`config.mk`:
```
export PLATFORM = sky130hd
export DESIGN_NAME = bus_policy_firewall
export DESIGN_NICKNAME = d
export VERILOG_FILES = /design/src/rtl/fw_pkg.sv /design/src/rtl/fw_id_reg.sv /design/src/rtl/fw_rule_check.sv /design/src/rtl/fw_ctrl.sv /design/src/rtl/bus_policy_firewall.sv
export SDC_FILE = /design/constraint.sdc
export NUM_CORES = 1
export LEC_CHECK = 0
export ABC_AREA = 1
export BUFFER_PORTS_ARGS = -buffer_cell sky130_fd_sc_hd__clkbuf_2
export CORE_MARGIN = 3
export CORE_UTILIZATION = 40
export CTS_CLUSTER_SIZE = 10
export DETAILED_ROUTE_END_ITERATION = 8
export HOLD_SLACK_MARGIN = 0.05
export PLACE_DENSITY = 0.8
export SYNTH_ARGS = -nofsm -noshare
export SYNTH_HDL_FRONTEND = slang
export SYNTH_SLANG_ARGS = --single-unit
```
`constraint.sdc`:
```
create_clock -name clk -period 1.52 [get_ports clk]
set_input_delay 0.152 -clock clk [delete_from_list [all_inputs] [get_ports clk]]
set_output_delay 0.152 -clock clk [all_outputs]
set_load 0.1 [all_outputs]
```
`src/rtl/fw_pkg.sv`:
```
package fw_pkg;

  typedef enum logic [1:0] {
    ACC_NONE = 2'b00,
    ACC_WO   = 2'b01,
    ACC_RO   = 2'b10,
    ACC_RW   = 2'b11
  } acc_e;

  typedef enum logic [1:0] {
    WID_4  = 2'b00,
    WID_8  = 2'b01,
    WID_16 = 2'b10,
    WID_32 = 2'b11
  } width_e;

  // rule word bits [4:0]: err_mode at 4, width at [3:2], access at [1:0]
  typedef struct packed {
    logic   err_mode;
    width_e width;
    acc_e   acc;
  } rule_t;

  localparam int RULE_BITS = $bits(rule_t);

  typedef enum logic [2:0] {
    ST_IDLE,
    ST_FETCH,
    ST_FWD,
    ST_WAIT,
    ST_LOCAL
  } fw_state_e;

  function automatic logic dir_granted(acc_e a, logic is_write);
    if (is_write) return (a == ACC_WO) || (a == ACC_RW);
    else          return (a == ACC_RO) || (a == ACC_RW);
  endfunction

endpackage

```
`src/rtl/fw_id_reg.sv`:
```
module fw_id_reg #(
  parameter int IDW = 4
) (
  input  logic           clk,
  input  logic           rst_n,
  input  logic           wr_en,
  input  logic [IDW-1:0] wr_val,
  output logic [IDW-1:0] id_q
);

  always_ff @(posedge clk or negedge rst_n) begin
    if (!rst_n)     id_q <= '0;
    else if (wr_en) id_q <= wr_val;
  end

  // the register takes the written ID
  a_r2_id_capture: assert property (@(posedge clk) disable iff (!rst_n)
    wr_en |=> id_q == $past(wr_val));

endmodule

```
`src/rtl/fw_rule_check.sv`:
```
module fw_rule_check
  import fw_pkg::*;
#(
  parameter int PW = 32
) (
  input  logic [PW-1:0] rule_word,
  input  logic          req_write,
  input  logic [1:0]    req_size,
  output logic          allow,
  output logic          err_mode
);

  localparam int USED = RULE_BITS;

  rule_t rule;
  logic  dir_ok;
  logic  size_ok;

  generate
    if (PW >= USED) begin : g_fit
      assign rule = rule_t'(rule_word[USED-1:0]);
    end else begin : g_pad
      assign rule = rule_t'({{(USED-PW){1'b0}}, rule_word});
    end
  endgenerate

  always_comb begin
    dir_ok   = dir_granted(rule.acc, req_write);
    size_ok  = (req_size <= rule.width);
    allow    = dir_ok && size_ok;
    err_mode = rule.err_mode;
  end

  // a rule with no access right never lets anything through
  always_comb begin
    if (rule.acc == ACC_NONE) begin
      a_r4_none_blocks: assert (!allow);
    end
  end

endmodule

```
`src/rtl/fw_ctrl.sv`:
```
module fw_ctrl
  import fw_pkg::*;
#(
  parameter int          AW        = 16,
  parameter int          DW        = 32,
  parameter int          IDW       = 4,
  parameter int          PW        = 32,
  parameter logic [DW-1:0] ERR_VALUE = '1
) (
  input  logic           clk,
  input  logic           rst_n,
  input  logic [IDW-1:0] id_q,
  input  logic           m_req_valid,
  output logic           m_req_ready,
  input  logic           m_req_write,
  input  logic [1:0]     m_req_size,
  input  logic [AW-1:0]  m_req_addr,
  input  logic [DW-1:0]  m_req_wdata,
  output logic           m_rsp_valid,
  input  logic           m_rsp_ready,
  output logic [DW-1:0]  m_rsp_rdata,
  output logic           m_rsp_err,
  output logic           s_req_valid,
  input  logic           s_req_ready,
  output logic           s_req_write,
  output logic [1:0]     s_req_size,
  output logic [AW-1:0]  s_req_addr,
  output logic [DW-1:0]  s_req_wdata,
  input  logic           s_rsp_valid,
  output logic           s_rsp_ready,
  input  logic [DW-1:0]  s_rsp_rdata,
  input  logic           s_rsp_err,
  output logic           pol_rd_en,
  output logic [IDW-1:0] pol_addr,
  input  logic [PW-1:0]  pol_rdata,
  output logic           attack_valid,
  output logic [IDW-1:0] attack_id
);

  fw_state_e      state;
  logic           req_write;
  logic [1:0]     req_size;
  logic [AW-1:0]  req_addr;
  logic [DW-1:0]  req_wdata;
  logic [IDW-1:0] req_id;
  logic [DW-1:0]  loc_rdata;
  logic           loc_err;
  logic           attack_q;
  logic           allow;
  logic           err_mode;
  logic           accept;

  fw_rule_check #(.PW(PW)) u_check (
    .rule_word (pol_rdata),
    .req_write (req_write),
    .req_size  (req_size),
    .allow     (allow),
    .err_mode  (err_mode)
  );

  assign m_req_ready = (state == ST_IDLE);
  assign accept      = m_req_valid && m_req_ready;
  assign pol_rd_en   = accept;
  assign pol_addr    = id_q;

  assign s_req_valid = (state == ST_FWD);
  assign s_req_write = req_write;
  assign s_req_size  = req_size;
  assign s_req_addr  = req_addr;
  assign s_req_wdata = req_wdata;

  always_comb begin
    m_rsp_valid = 1'b0;
    m_rsp_rdata = '0;
    m_rsp_err   = 1'b0;
    s_rsp_ready = 1'b0;
    case (state)
      ST_WAIT: begin
        m_rsp_valid = s_rsp_valid;
        m_rsp_rdata = s_rsp_rdata;
        m_rsp_err   = s_rsp_err;
        s_rsp_ready = m_rsp_ready;
      end
      ST_LOCAL: begin
        m_rsp_valid = 1'b1;
        m_rsp_rdata = loc_rdata;
        m_rsp_err   = loc_err;
      end
      default: ;
    endcase
  end

  assign attack_valid = attack_q;
  assign attack_id    = attack_q ? req_id : '0;

  always_ff @(posedge clk or negedge rst_n) begin
    if (!rst_n) begin
      state     <= ST_IDLE;
      req_write <= 1'b0;
      req_size  <= '0;
      req_addr  <= '0;
      req_wdata <= '0;
      req_id    <= '0;
      loc_rdata <= '0;
      loc_err   <= 1'b0;
      attack_q  <= 1'b0;
    end else begin
      attack_q <= 1'b0;
      case (state)
        ST_IDLE: begin
          if (accept) begin
            req_write <= m_req_write;
            req_size  <= m_req_size;
            req_addr  <= m_req_addr;
            req_wdata <= m_req_wdata;
            req_id    <= id_q;
            state     <= ST_FETCH;
          end
        end
        ST_FETCH: begin
          if (allow) begin
            state <= ST_FWD;
          end else begin
            state     <= ST_LOCAL;
            loc_err   <= !req_write;
            loc_rdata <= (!req_write && err_mode) ? ERR_VALUE : '0;
            attack_q  <= 1'b1;
          end
        end
        ST_FWD:   if (s_req_ready) state <= ST_WAIT;
        ST_WAIT:  if (s_rsp_valid && m_rsp_ready) state <= ST_IDLE;
        ST_LOCAL: if (m_rsp_ready) state <= ST_IDLE;
        default:  state <= ST_IDLE;
      endcase
    end
  end

  // one rule fetch per accepted request, and no new request meanwhile
  a_r3_single_fetch: assert property (@(posedge clk) disable iff (!rst_n)
    pol_rd_en |=> !pol_rd_en && !m_req_ready);

  // the attack flag lasts one cycle
  a_r9_one_cycle: assert property (@(posedge clk) disable iff (!rst_n)
    attack_valid |=> !attack_valid);

  // the flag marks the first cycle of a local response
  a_r9_with_local_rsp: assert property (@(posedge clk) disable iff (!rst_n)
    attack_valid |-> m_rsp_valid && !s_req_valid && !s_rsp_ready);

  // after a block decision nothing is forwarded to the slave
  a_r7_no_forward: assert property (@(posedge clk) disable iff (!rst_n)
    attack_valid |=> !s_req_valid);

  // a forwarded request holds until the slave accepts it
  a_r6_req_hold: assert property (@(posedge clk) disable iff (!rst_n)
    s_req_valid && !s_req_ready |=> s_req_valid && $stable(s_req_addr) && $stable(s_req_wdata));

  // a stalled response stays put
  a_r10_rsp_hold: assert property (@(posedge clk) disable iff (!rst_n)
    m_rsp_valid && !m_rsp_ready |=> m_rsp_valid && $stable(m_rsp_rdata) && $stable(m_rsp_err));

endmodule

```
`src/rtl/bus_policy_firewall.sv`:
```
module bus_policy_firewall #(
  parameter int            AW        = 16,
  parameter int            DW        = 32,
  parameter int            IDW       = 4,
  parameter int            PW        = 32,
  parameter logic [DW-1:0] ERR_VALUE = 32'hDEAD_BEEF
) (
  input  logic           clk,
  input  logic           rst_n,
  input  logic           id_wr_en,
  input  logic [IDW-1:0] id_wr_val,
  input  logic           m_req_valid,
  output logic           m_req_ready,
  input  logic           m_req_write,
  input  logic [1:0]     m_req_size,
  input  logic [AW-1:0]  m_req_addr,
  input  logic [DW-1:0]  m_req_wdata,
  output logic           m_rsp_valid,
  input  logic           m_rsp_ready,
  output logic [DW-1:0]  m_rsp_rdata,
  output logic           m_rsp_err,
  output logic           s_req_valid,
  input  logic           s_req_ready,
  output logic           s_req_write,
  output logic [1:0]     s_req_size,
  output logic [AW-1:0]  s_req_addr,
  output logic [DW-1:0]  s_req_wdata,
  input  logic           s_rsp_valid,
  output logic           s_rsp_ready,
  input  logic [DW-1:0]  s_rsp_rdata,
  input  logic           s_rsp_err,
  output logic           pol_rd_en,
  output logic [IDW-1:0] pol_addr,
  input  logic [PW-1:0]  pol_rdata,
  output logic           attack_valid,
  output logic [IDW-1:0] attack_id
);

  logic [IDW-1:0] id_q;

  fw_id_reg #(.IDW(IDW)) u_id (
    .clk    (clk),
    .rst_n  (rst_n),
    .wr_en  (id_wr_en),
    .wr_val (id_wr_val),
    .id_q   (id_q)
  );

  fw_ctrl #(
    .AW(AW), .DW(DW), .IDW(IDW), .PW(PW), .ERR_VALUE(ERR_VALUE)
  ) u_ctrl (
    .clk          (clk),
    .rst_n        (rst_n),
    .id_q         (id_q),
    .m_req_valid  (m_req_valid),
    .m_req_ready  (m_req_ready),
    .m_req_write  (m_req_write),
    .m_req_size   (m_req_size),
    .m_req_addr   (m_req_addr),
    .m_req_wdata  (m_req_wdata),
    .m_rsp_valid  (m_rsp_valid),
    .m_rsp_ready  (m_rsp_ready),
    .m_rsp_rdata  (m_rsp_rdata),
    .m_rsp_err    (m_rsp_err),
    .s_req_valid  (s_req_valid),
    .s_req_ready  (s_req_ready),
    .s_req_write  (s_req_write),
    .s_req_size   (s_req_size),
    .s_req_addr   (s_req_addr),
    .s_req_wdata  (s_req_wdata),
    .s_rsp_valid  (s_rsp_valid),
    .s_rsp_ready  (s_rsp_ready),
    .s_rsp_rdata  (s_rsp_rdata),
    .s_rsp_err    (s_rsp_err),
    .pol_rd_en    (pol_rd_en),
    .pol_addr     (pol_addr),
    .pol_rdata    (pol_rdata),
    .attack_valid (attack_valid),
    .attack_id    (attack_id)
  );

  // quiet outputs while idle right after reset
  a_r1_idle_quiet: assert property (@(posedge clk) disable iff (!rst_n)
    $rose(rst_n) |-> m_req_ready && !m_rsp_valid && !s_req_valid && !attack_valid);

endmodule

```
# ---- Yosys cells after proc, flatten, opt, wreduce, memory -nomap -nowiden
# Cells that the tools add are included.
dict set report word_totals {
  register_bits 96
  latchBits 0
  mem_bits_rw 0
  rom_bits 0
  in_bits 127
  out_inout_bits 98
  wordCells 49
  mem_count 0
}
dict set report classes {
  add_sub_neg 0
  mul 0
  div_mod_pow 0
  magnitude_cmp 1
  eq_ne 11
  n_shift 0
  n_mux 15
  bitwise_logic 1
  n_reduce_logical 11
}
# operator count
set op_table {}
lappend op_table {{one-hot mux 32 bit (2 select lines)} 1}
lappend op_table {{two-way mux 32 bit} 1}
lappend op_table {{two-way mux 3 bit} 5}
lappend op_table {{one-hot mux 3 bit (5 select lines)} 1}
lappend op_table {{== test 3 x 2 -> 1 bit (second input constant)} 2}
lappend op_table {{== test 2 bit (second input constant)} 2}
lappend op_table {{logical AND 1 bit} 4}
lappend op_table {{two-way mux 1 bit} 4}
lappend op_table {{two-way mux 4 bit} 1}
lappend op_table {{!= test 2 x 1 -> 1 bit (second input constant)} 2}
lappend op_table {{!= test 2 bit (second input constant)} 2}
lappend op_table {{one-hot mux 1 bit (2 select lines)} 2}
lappend op_table {{AND reduction 2 bit} 2}
lappend op_table {{AND reduction 4 bit} 1}
lappend op_table {{== test 3 x 1 -> 1 bit (second input constant)} 1}
lappend op_table {{== test 3 bit (second input constant)} 1}
lappend op_table {{zero test 3 bit} 1}
lappend op_table {{== test 2 x 1 -> 1 bit (second input constant)} 1}
lappend op_table {{less-or-equal comparator 2 bit} 1}
lappend op_table {{logical OR 1 bit} 2}
lappend op_table {{zero test 1 bit} 1}
lappend op_table {{NOT 1 bit} 1}

# ---- Logic depth before layout (Yosys ltp)
# Gate-level depths: netlist of run 1.
dict set report logic_depth {
  ltp_word 6
  ltp_mapped 10
  ltp_nobuf 10
}

# ---- Hierarchy
# A second synthesis of run 1 with hierarchy kept.
dict set report unflattened {
  hier_cells 395
  area_unflattened_um2 2986.6
}
# mod instances cells_per_inst area_per_inst_um2 seq_area_each_um2
set modules_own_cells {}
lappend modules_own_cells {fw_ctrl 1 362 2755.1 1526.5}
lappend modules_own_cells {fw_id_reg 1 17 148.9 100.1}
lappend modules_own_cells {fw_rule_check 1 16 82.6 0.0}

# ---- Worst setup path before layout of run 1
# No wires, ideal clock.
dict set report synth_path {
  kind {register to output}
  start {register u_ctrl.state[0]}
  end {output m_rsp_rdata[14]}
  arrival_time_ns 2.032
  required_ns 1.368
  slack_ns -0.664
  stages_incl_launch_ff 5
  path_buffers 0
  path_cell_list {dfrtp_1 nand2_1 nor2_4 inv_2 nor2_1}
}
dict set report synth_via {
  elab_chain_cells 2
  elab_cells_between_ends 3
  cone_classes {eq/ne (2); mux (1)}
}
# element line_no
set synth_rtl {}
lappend synth_rtl {{from (decl)} fw_ctrl.sv:40} ;# fw_state_e state;
lappend synth_rtl {{from (signal assigned)} fw_ctrl.sv:98} ;# state <= ST_IDLE;
lappend synth_rtl {{from (signal assigned)} fw_ctrl.sv:117} ;# state <= ST_FETCH;
lappend synth_rtl {{from (signal assigned)} fw_ctrl.sv:122} ;# state <= ST_FWD;
lappend synth_rtl {{== test 3 bit or == test 3 x 2 -> 1 bit (tied branches)} fw_ctrl.sv:77} ;# case (state)
lappend synth_rtl {{one-hot mux 32 bit (2 select lines) (*)} fw_ctrl.sv:77}
lappend synth_rtl {{to (decl)} bus_policy_firewall.sv:20} ;# output logic [DW-1:0] m_rsp_rdata,
# Mark *: on every way between the ends. The rest lies on a longest branch, timed or not.

# ---- Worst setup path after layout of run 1
dict set report layout_path {
  start {register u_ctrl.state[0]}
  end {output m_rsp_rdata[27]}
}
# The elaborated chain is that of the path after synthesis.

==> results of run 1 <==
worst paths after layout:
kind | start | slack [ns] | to | depth (start not counted)
max in group asynchronous | rst_n | 0.83 | u_ctrl.s_req_size[0]$_DFFE_PN0P_ | 3
setup / recovery | u_ctrl.state[0]$_DFFE_PN0P_ | -0.29 | m_rsp_rdata[27] | 6
min in group asynchronous | rst_n | 0.36 | u_ctrl.s_req_wdata[5]$_DFFE_PN0P_ | 3
hold reg to reg | u_ctrl.s_req_wdata[30]$_DFFE_PN0P_ | 0.49 | u_ctrl.s_req_wdata[30]$_DFFE_PN0P_ | 2
setup reg to reg | u_ctrl.state[2]$_DFFE_PN0P_ | -0.17 | u_ctrl.s_req_addr[4]$_DFFE_PN0P_ | 10
hold / removal | pol_rdata[4] | 0.09 | u_ctrl.loc_rdata[30]$_DFFE_PN0P_ | 3
registers in the layout, indices dropped and copies added, names as in the netlist:
| signal | count |
|---|---|
| u_ctrl.s_req_addr | 16 |
| u_ctrl.s_req_wdata | 32 |
| u_ctrl.req_id | 4 |
| u_ctrl.loc_err | 1 |
| u_ctrl.attack_valid | 1 |
| u_id.id_q | 4 |
| u_ctrl.s_req_write | 1 |
| u_ctrl.state | 3 |
| u_ctrl.s_req_size | 2 |
| u_ctrl.loc_rdata | 1 |
per-layer routing:
layer	track usage, %	vias to the layer above	share of wire [%]
li1	-	1732	-
met1	32.7	1920	32
met2	53.0	384	51
met3	8.86	110	11
met4	17.6	0	6.5
met5	0	-	0
cell families after synthesis:
| family | Yosys count | synth area share, % |
|---|---|---|
| AOI/OAI and AO/OA | 15 | 2.84 |
| adders and majority gates | 2 | 0.848 |
| buffers and inverters | 45 | 7.85 |
| DFF | 65 | 55.1 |
| and+or+nand+nor | 255 | 33.3 |
repair_timing:
item,4_1_cts,5_1_grt
gates cloned,4,11
setup buffers,9,8
hold endpoints to repair,120,0
gates resized for setup,66,121
endpoints found under the setup margin,37,95
hold buffers,56,0
pin swaps,6,23
cell usage in the layout, fill, tap and decap left out, types with 3 or more instances in the layout:
cell type and n:
clkbuf_2 154, nand2_1 139, nand2_2 75, dfrtp_1 59, dlygate4sd3_1 56, buf_12 49
nand2_4 21, inv_1 21, nor2_4 12, buf_4 11, clkbuf_8 9, clkbuf_16 8
buf_6 8, clkinvlp_4 7, o21ai_1 6, o21ai_0 5, dfrtp_2 4, inv_8 3
clkinv_4 3, nand3_1 3, buf_16 3, buf_8 3
critical path, delay by kind of cell (launching register included):
family                 cells  cell delay [ns]
AND/OR/NAND/NOR            3             0.38
flip-flops                 1             0.42
buffers and inverters      3             0.52
layout make-up:
| type | count | share of cell area (%) |
|---|---|---|
| clock inverter | 7 | 0.866 |
| antenna | 1 | 0.0385 |
| timing repair inverter | 2 | 0.423 |
| inverter | 29 | 2.29 |
| tap | 96 | 1.85 |
| timing repair buffer | 293 | 43.3 |
| sequential | 65 | 25.2 |
| clock buffer | 9 | 1.90 |
| multi-input combinational | 272 | 24.1 |
metrics by stage:
stage	worst slack (ns)	hold slack [ns]	TNS, ns	util (%)	std cells
6_report	-0.291	0.0932	-13.41	93.2	774
3_3_place_gp	0.0799	0.189	0	67.9	670
3_5_place_dp	0.0380	0.192	0	67.9	670
4_1_cts	-0.257	0.0736	-8.57	84.2	755
5_1_grt	-0.328	0.0927	-16.78	93.1	773
2_1_floorplan	-0.255	-0.144	-7.45	-	382
==> metrics.txt, run 1 <==
status complete, but fails checks; failing checks setup timing; CTS root buf clkbuf_8; Yosys warning total 0; share of cells above drive strength 1 56.7%; leading area contributor after synthesis dfrtp_1; CTS tree built; Final Setup Violations 91; Post-synth EDFFs 0; Post-synth top flop dfrtp_1; # rows 30; PortBufs 197; clk buf depth 2; die area 0.00844 sq mm; #FFs+latches synth 65; Hold Vio Cnt, Final 0; area taken by multi-input logic gates 0.00157 sq mm; relative max-transition margin 61.7%; Routed WL between 15 and 20 mm; gr ovfl total 0; CP Launch Type flop; drt wl/cell 21.6 um; asr flop ratio synth 100%; Setup CP Type flop to output pin; RSZ-0062 raised after global routing true; setup ws final -0.291 ns; mapped cell area 0.00295 sq mm; DR pass1 iterations 5; Max-cap violations 0; Critical Path AT 1.66 ns; critical path's slowest cell dfrtp_1; overall global routing resource usage 30.4%; HP Class input port to flop; Critical Path Max Stage Delay 0.42 ns; area grow syn2layout 120%; initial drt markers 247; most numerous cell in the Yosys netlist nand2_1; worst slew pin tran 0.577 ns; first-pass GRT wire length 19.8 mm; vias in the first global route 3860; Initial Util 42.3%; synth top area cells dfrtp_1, nand2_1, inv_1; via count 4146; antenna violation net count after detailed routing 0; Synth top area share between 50 and 60%; DRC 0; Post-DP Area ~0.0047 sq mm; largest net degree at the start of global routing 66; Die Span X 91.9 um; final period utilization 119%; count of cell types in the netlist 17; RD Place Congestion 0.796; post-synthesis instance total 382; # fillers 241; Boundary Pins 225; Synth Net Count 511; hpwl dp 7.27 mm; synth cell count leaders nand2_1, dfrtp_1, inv_1; Top cell by count, worst path buf_12; Num CTS Buffers 9; clk slew on worst S/H paths 0.08 ns; initial antenna violation count 0; Die Ht 91.9 um; final max-slew violation count 0; f_max 552 MHz; Finished Cell Area 0.00650 sq mm; nets 801; clock skew 0.0225 ns; CP Max Fanout 12; register area share after synthesis 55.1%; worst endpoint required time about 1.4 ns; via density per instance 5.36; H-tree level count 3; CP Cell Sequence buf_6, nor2_4, nand3_4, buf_12, nand2_1, buf_12; Tmin final 1.81 ns; Core ar. 0.00698 sq mm; crit end category output pin; average cell area after synthesis 7.72 sq um; number of clock sinks 65; storage element area 0.00164 sq mm; clock latency on the worst-skew pair approximately 0.35 ns
Power of run 1 is not shown: default switching activity piles up to over one toggle a cycle in this logic, so the estimate is an artifact.
==> run 2, diff against run 1 <==
CORE_MARGIN = default   (was 3)
==> metrics.txt, run 2 (synthesis gave the netlist of run 1 again) <==
CTS tree built; initial antenna violation count 3; RD Place Congestion 0.781; Fin Hold WS around 0.086 ns; Initial Util 42.5%; DR pass1 iterations 5; Num CTS Buffers 9; clk buf depth 2; relative max-transition margin 61.7%; Routed WL 13.2 mm; nets 790; # rows 30; Boundary Pins 225; CP top delay family buffers and inverters; Hold Vio Cnt, Final 0; drt wl/cell approximately 17 um; hpwl dp a little under 7 mm; share of cells above drive strength 1 46.4%; via density per instance 5.03; initial drt markers roughly 280; overall global routing resource usage 31.3%; max reg flops 32; gr ovfl total 0; HP Class input port to flop; clk slew on worst S/H paths 0.07 ns; first-pass GRT wire length between 15 and 20 mm; CTS root buf clkbuf_8; status complete, but fails checks; antenna violation net count after detailed routing 0; worst endpoint required time 1.37 ns; Critical Path End m_rsp_rdata[23]; hold depth 3; worst slew pin tran 0.576 ns; f_max 552 MHz; failing checks setup timing; Max-cap violations 0; FF-to-FF Start u_ctrl.state[2]$_DFFE_PN0P_; Crit path depth 6; CP Max Fanout 10; die area 0.00772 sq mm; critical path's slowest cell dfrtp_1; r2r worst-path depth 10; final max-slew violation count 0; Core ar. 0.00694 sq mm; CP startpoint u_ctrl.state[2]$_DFFE_PN0P_; vias in the first global route about 3700; via count 3846; Tmin final between 1.5 and 2 ns; RSZ-0062 raised after global routing true; H-tree level count 3; Die Span X 87.9 um; Top cell by count, worst path buf_6; Critical Path Max Stage Delay 0.41 ns; number of clock sinks 65; DRC 0; area grow syn2layout 103%; setup ws final -0.291 ns; RR Endpoint u_ctrl.s_req_write$_DFFE_PN0P_; crit end category output pin; Setup CP Type flop to output pin; final period utilization 119%; most frequent cells in the layout nand2_1, clkbuf_2, dfrtp_1, dlygate4sd3_1, buf_12; clock skew 0.00993 ns; most common library cell in the layout ignoring fill and taps nand2_1; CP Launch Type flop; PortBufs 197; Worst R2R Setup Slack approximately 0.01 ns; Final Setup Violations 38; CP Cell Sequence buf_6, nor2_4, buf_6, nand2_2, nand2_4, buf_12; clock latency on the worst-skew pair 0.34 ns; Die Ht 87.9 um; largest net degree at the start of global routing 66; Critical Path AT about 1.7 ns; WP buf/inv 3
run 2: cell types whose count changed in the layout (fill, tap and decap cells not counted), sizes merged:
cell,delta
clkinvlp,-3
buf,-5
clkinv,-1
clkbuf,-4
bufinv,+2
diode,+2
run 2: per-stage QoR:
stage | util, % | area [sq um] | std cells | TNS (ns) | setup WS (ns)
3_5_place_dp | 68.5 | 4750 | 672 | 0 | 0.0224
6_report | 86.4 | 6000 | 765 | -7.90 | -0.291
5_1_grt | 86.4 | 6000 | 765 | -9.52 | -0.304
2_1_floorplan | - | 3030 | 382 | -7.45 | -0.255
3_3_place_gp | 68.5 | 4750 | 672 | 0 | 0.0407
4_1_cts | 83.0 | 5760 | 752 | -7.97 | -0.238
run 2: how the worst min path moves through the flow:
stage | from | end | slack (ns)
6_report | pol_rdata[4] | u_ctrl.loc_rdata[30]$_DFFE_PN0P_ | 0.09
5_1_grt | pol_rdata[4] | u_ctrl.loc_rdata[30]$_DFFE_PN0P_ | 0.1
4_1_cts | pol_rdata[4] | u_ctrl.loc_rdata[30]$_DFFE_PN0P_ | 0.07
3_5_place_dp | rst_n | u_ctrl.s_req_wdata[26]$_DFFE_PN0P_ | 0.19
3_3_place_gp | rst_n | u_ctrl.s_req_wdata[26]$_DFFE_PN0P_ | 0.19
2_1_floorplan | rst_n | u_ctrl.attack_valid$_DFF_PN0_ | -0.14
run 2: routing by layer:
metal	up-vias	track usage (%)	share of wire, %	wire length, um
li1	1706	-	-	-
met1	1811	33.0	34	4540
met2	269	57.7	52	6890
met3	60	7.16	8.2	1080
met4	0	16.4	5.0	656
met5	-	0	0	0
run 2: worst reg2reg max path, stage by stage, from the launching register on:
cell      delay, ns
dfrtp_1        0.41
buf_4          0.15
nor2_4         0.15
nand2_2        0.09
clkinv_4       0.07
nand2_8        0.07
inv_12         0.07
buf_12         0.13
buf_12         0.12
nand2_1        0.06
o21ai_1        0.09
run 2: repair_timing:
action | CTS | global route
buffers inserted | 6 | 9
gates cloned | 2 | 4
resized for setup | 44 | 36
setup endpoints to repair | 36 | 85
hold buffers | 56 | 0
hold endpoints to repair | 120 | 0
pin swaps | 1 | 7
run 2: final cells by class:
type | instances | area [sq um]
timing repair buffer | 283 | 2510
sequential | 65 | 1640
multi-input combinational | 272 | 1340
fill | 319 | 947
inverter | 29 | 149
clock buffer | 10 | 128
tap | 96 | 120
clock inverter | 6 | 91.3
timing repair inverter | 1 | 8.76
antenna | 3 | 7.51
Power of run 2 is left out for the same reason.
==> run 3, diff against run 2 <==
CELL_PAD_IN_SITES_DETAIL_PLACEMENT = 0   (was default)
CELL_PAD_IN_SITES_GLOBAL_PLACEMENT = 1   (was default)
CORE_UTILIZATION = 26   (was 40)
PLACE_DENSITY = default   (was 0.8)
PLACE_DENSITY_LB_ADDON = 0.1   (was default)
==> metrics.txt, run 3 (synthesis gave the netlist of run 1 again) <==
hold_sp id_wr_val[3]; r2r worst-path depth 11; die area around 0.012 sq mm; CP top delay family buffers and inverters; setup ws final -0.231 ns; Boundary Pins 225; largest net degree at the start of global routing 66; Core ar. 0.0109 sq mm; share of cells above drive strength 1 around half; Cell Count, Final, Fillers Out around 800; Num CTS Buffers 9; first-pass GRT wire length 15.9 mm; status complete, but fails checks; Placed Cells 719; Routed WL 10.2 mm; Setup CP Type flop to output pin; area grow syn2layout 110%; drt wl/cell ~13 um; nets 792; Critical Path Max Stage Delay about 0.42 ns; DR pass1 iterations 4; RR Endpoint u_ctrl.s_req_wdata[29]$_DFFE_PN0P_; Die Span X 109 um; Initial Util between 20 and 30%; hold depth 3; Finished Cell Area 0.00620 sq mm; met1 Usage GRT a little over 20%; most common library cell in the layout ignoring fill and taps nand2_1; FF-to-FF Start u_ctrl.state[2]$_DFFE_PN0P_; clk buf depth 2; WP buf/inv 5; Worst R2R Setup Slack -0.01 ns; initial antenna violation count 0; initial drt markers 93; Top cell by count, worst path buf_12; GR peak layer met2; CTS root buf clkbuf_16; Hold Vio Cnt, Final 0; RD Place Congestion 0.769; H-tree level count 3; Final Setup Violations 45; CP Cell Sequence buf_4, buf_12, nor2_4, nand2_2, clkinv_4, nand2_8, clkinv_8, buf_12; CTS tree built; relative max-transition margin a little over three fifths; failing checks setup timing; worst slew pin tran 0.560 ns; RSZ-0062 raised after global routing true; hold endpoint u_id.id_q[3]$_DFFE_PN0P_; Crit path depth 8; max reg flops 32; via density per instance 4.14; overall global routing resource usage between 10% and 20%; HP Class input port to flop; via count around 3300; Max-cap violations 0; Fin Hold WS around 0.053 ns; antenna violation net count after detailed routing 0; clock latency on the worst-skew pair around 0.33 ns; hpwl dp 6.66 mm; vias in the first global route 3412; most frequent cells in the layout nand2_1, clkbuf_2, dfrtp_1, dlygate4sd3_1, buf_12; DRC 0; final period utilization 115%; crit end category output pin; f_max 571 MHz; pre-CTS setup slack 0.0609 ns; Critical Path AT about 1.6 ns; final max-slew violation count 0; Die Ht 109 um; gr ovfl total 0; Tmin final between 1.5 and 2 ns; # rows 38; clk slew on worst S/H paths roughly 0.060 ns; critical path's slowest cell dfrtp_2; CP Launch Type flop; Post-DP Area ~0.0048 sq mm; PortBufs between 150 and 200; number of clock sinks 65; global routing usage on met2 30.8%; # diodes 0; worst endpoint required time 1.37 ns; clock skew 0.00445 ns; CP Max Fanout 4; GR Layer Usage met3 3.92%
==> run 3: cell count changes in the layout (fill, tap and decap cells not counted), sizes merged <==
| cell | delta |
|---|---|
| buf | +2 |
| bufinv | -2 |
| clkbuf | +4 |
| clkinv | -1 |
| clkinvlp | +1 |
| diode | -3 |
| dlygate4sd3 | -1 |
| inv | -1 |
==> run 3: worst max-delay path by stage <==
stage / start / end / slack (ns)
3_3_place_gp: u_ctrl.state[2]$_DFFE_PN0P_ / m_rsp_err / 0.09
3_5_place_dp: u_ctrl.state[2]$_DFFE_PN0P_ / m_rsp_rdata[28] / 0.06
6_report: u_ctrl.state[2]$_DFFE_PN0P_ / pol_rd_en / -0.23
2_1_floorplan: u_ctrl.state[1]$_DFFE_PN0P_ / m_rsp_rdata[0] / -0.25
4_1_cts: u_ctrl.state[2]$_DFFE_PN0P_ / m_rsp_err / -0.24
5_1_grt: u_ctrl.state[2]$_DFFE_PN0P_ / pol_rd_en / -0.30
==> run 3: worst min-delay path: cells and delay by family <==
kind / cells / cell delay (ns)
buffers and inverters: 1 / 0.08
and+or+nand+nor: 1 / 0.04
AOI/OAI and AO/OA: 1 / 0.07
==> run 3: layout make-up <==
class                           count  area (sq um)
Multi-Input combinational cell    272          1340
Timing Repair Buffer              286          2600
Inverter                           29           144
Sequential cell                    65          1640
Clock buffer                       12           267
Tap cell                          140           175
Fill cell                        1025          4740
Clock inverter                      4          33.8
==> run 3: repair_timing <==
item,in CTS,in global routing
endpoints found under the setup margin,37,83
buffers inserted,7,6
pin swaps,2,3
gates resized for setup,51,41
hold buffers,55,0
endpoints found under the hold margin,119,0
cloned,1,5
==> run 3: per-stage QoR <==
| step | setup TNS [ns] | util [%] |
|---|---|---|
| after floorplan | -7.45 | - |
| after global placement | 0 | 43.8 |
| after detailed placement | 0 | 43.8 |
| after CTS | -7.76 | 54.0 |
| after global routing | -12.79 | 56.7 |
| final | -6.82 | 56.7 |
==> run 3: metal layers <==
layer  share of wire, %  vias to the layer above
met3                5.2                        8
met5                  0                        -
met1                 42                     1522
met4               0.67                        0
met2                 53                      107
li1                   -                     1707
Power of run 3 is left out for the same reason.
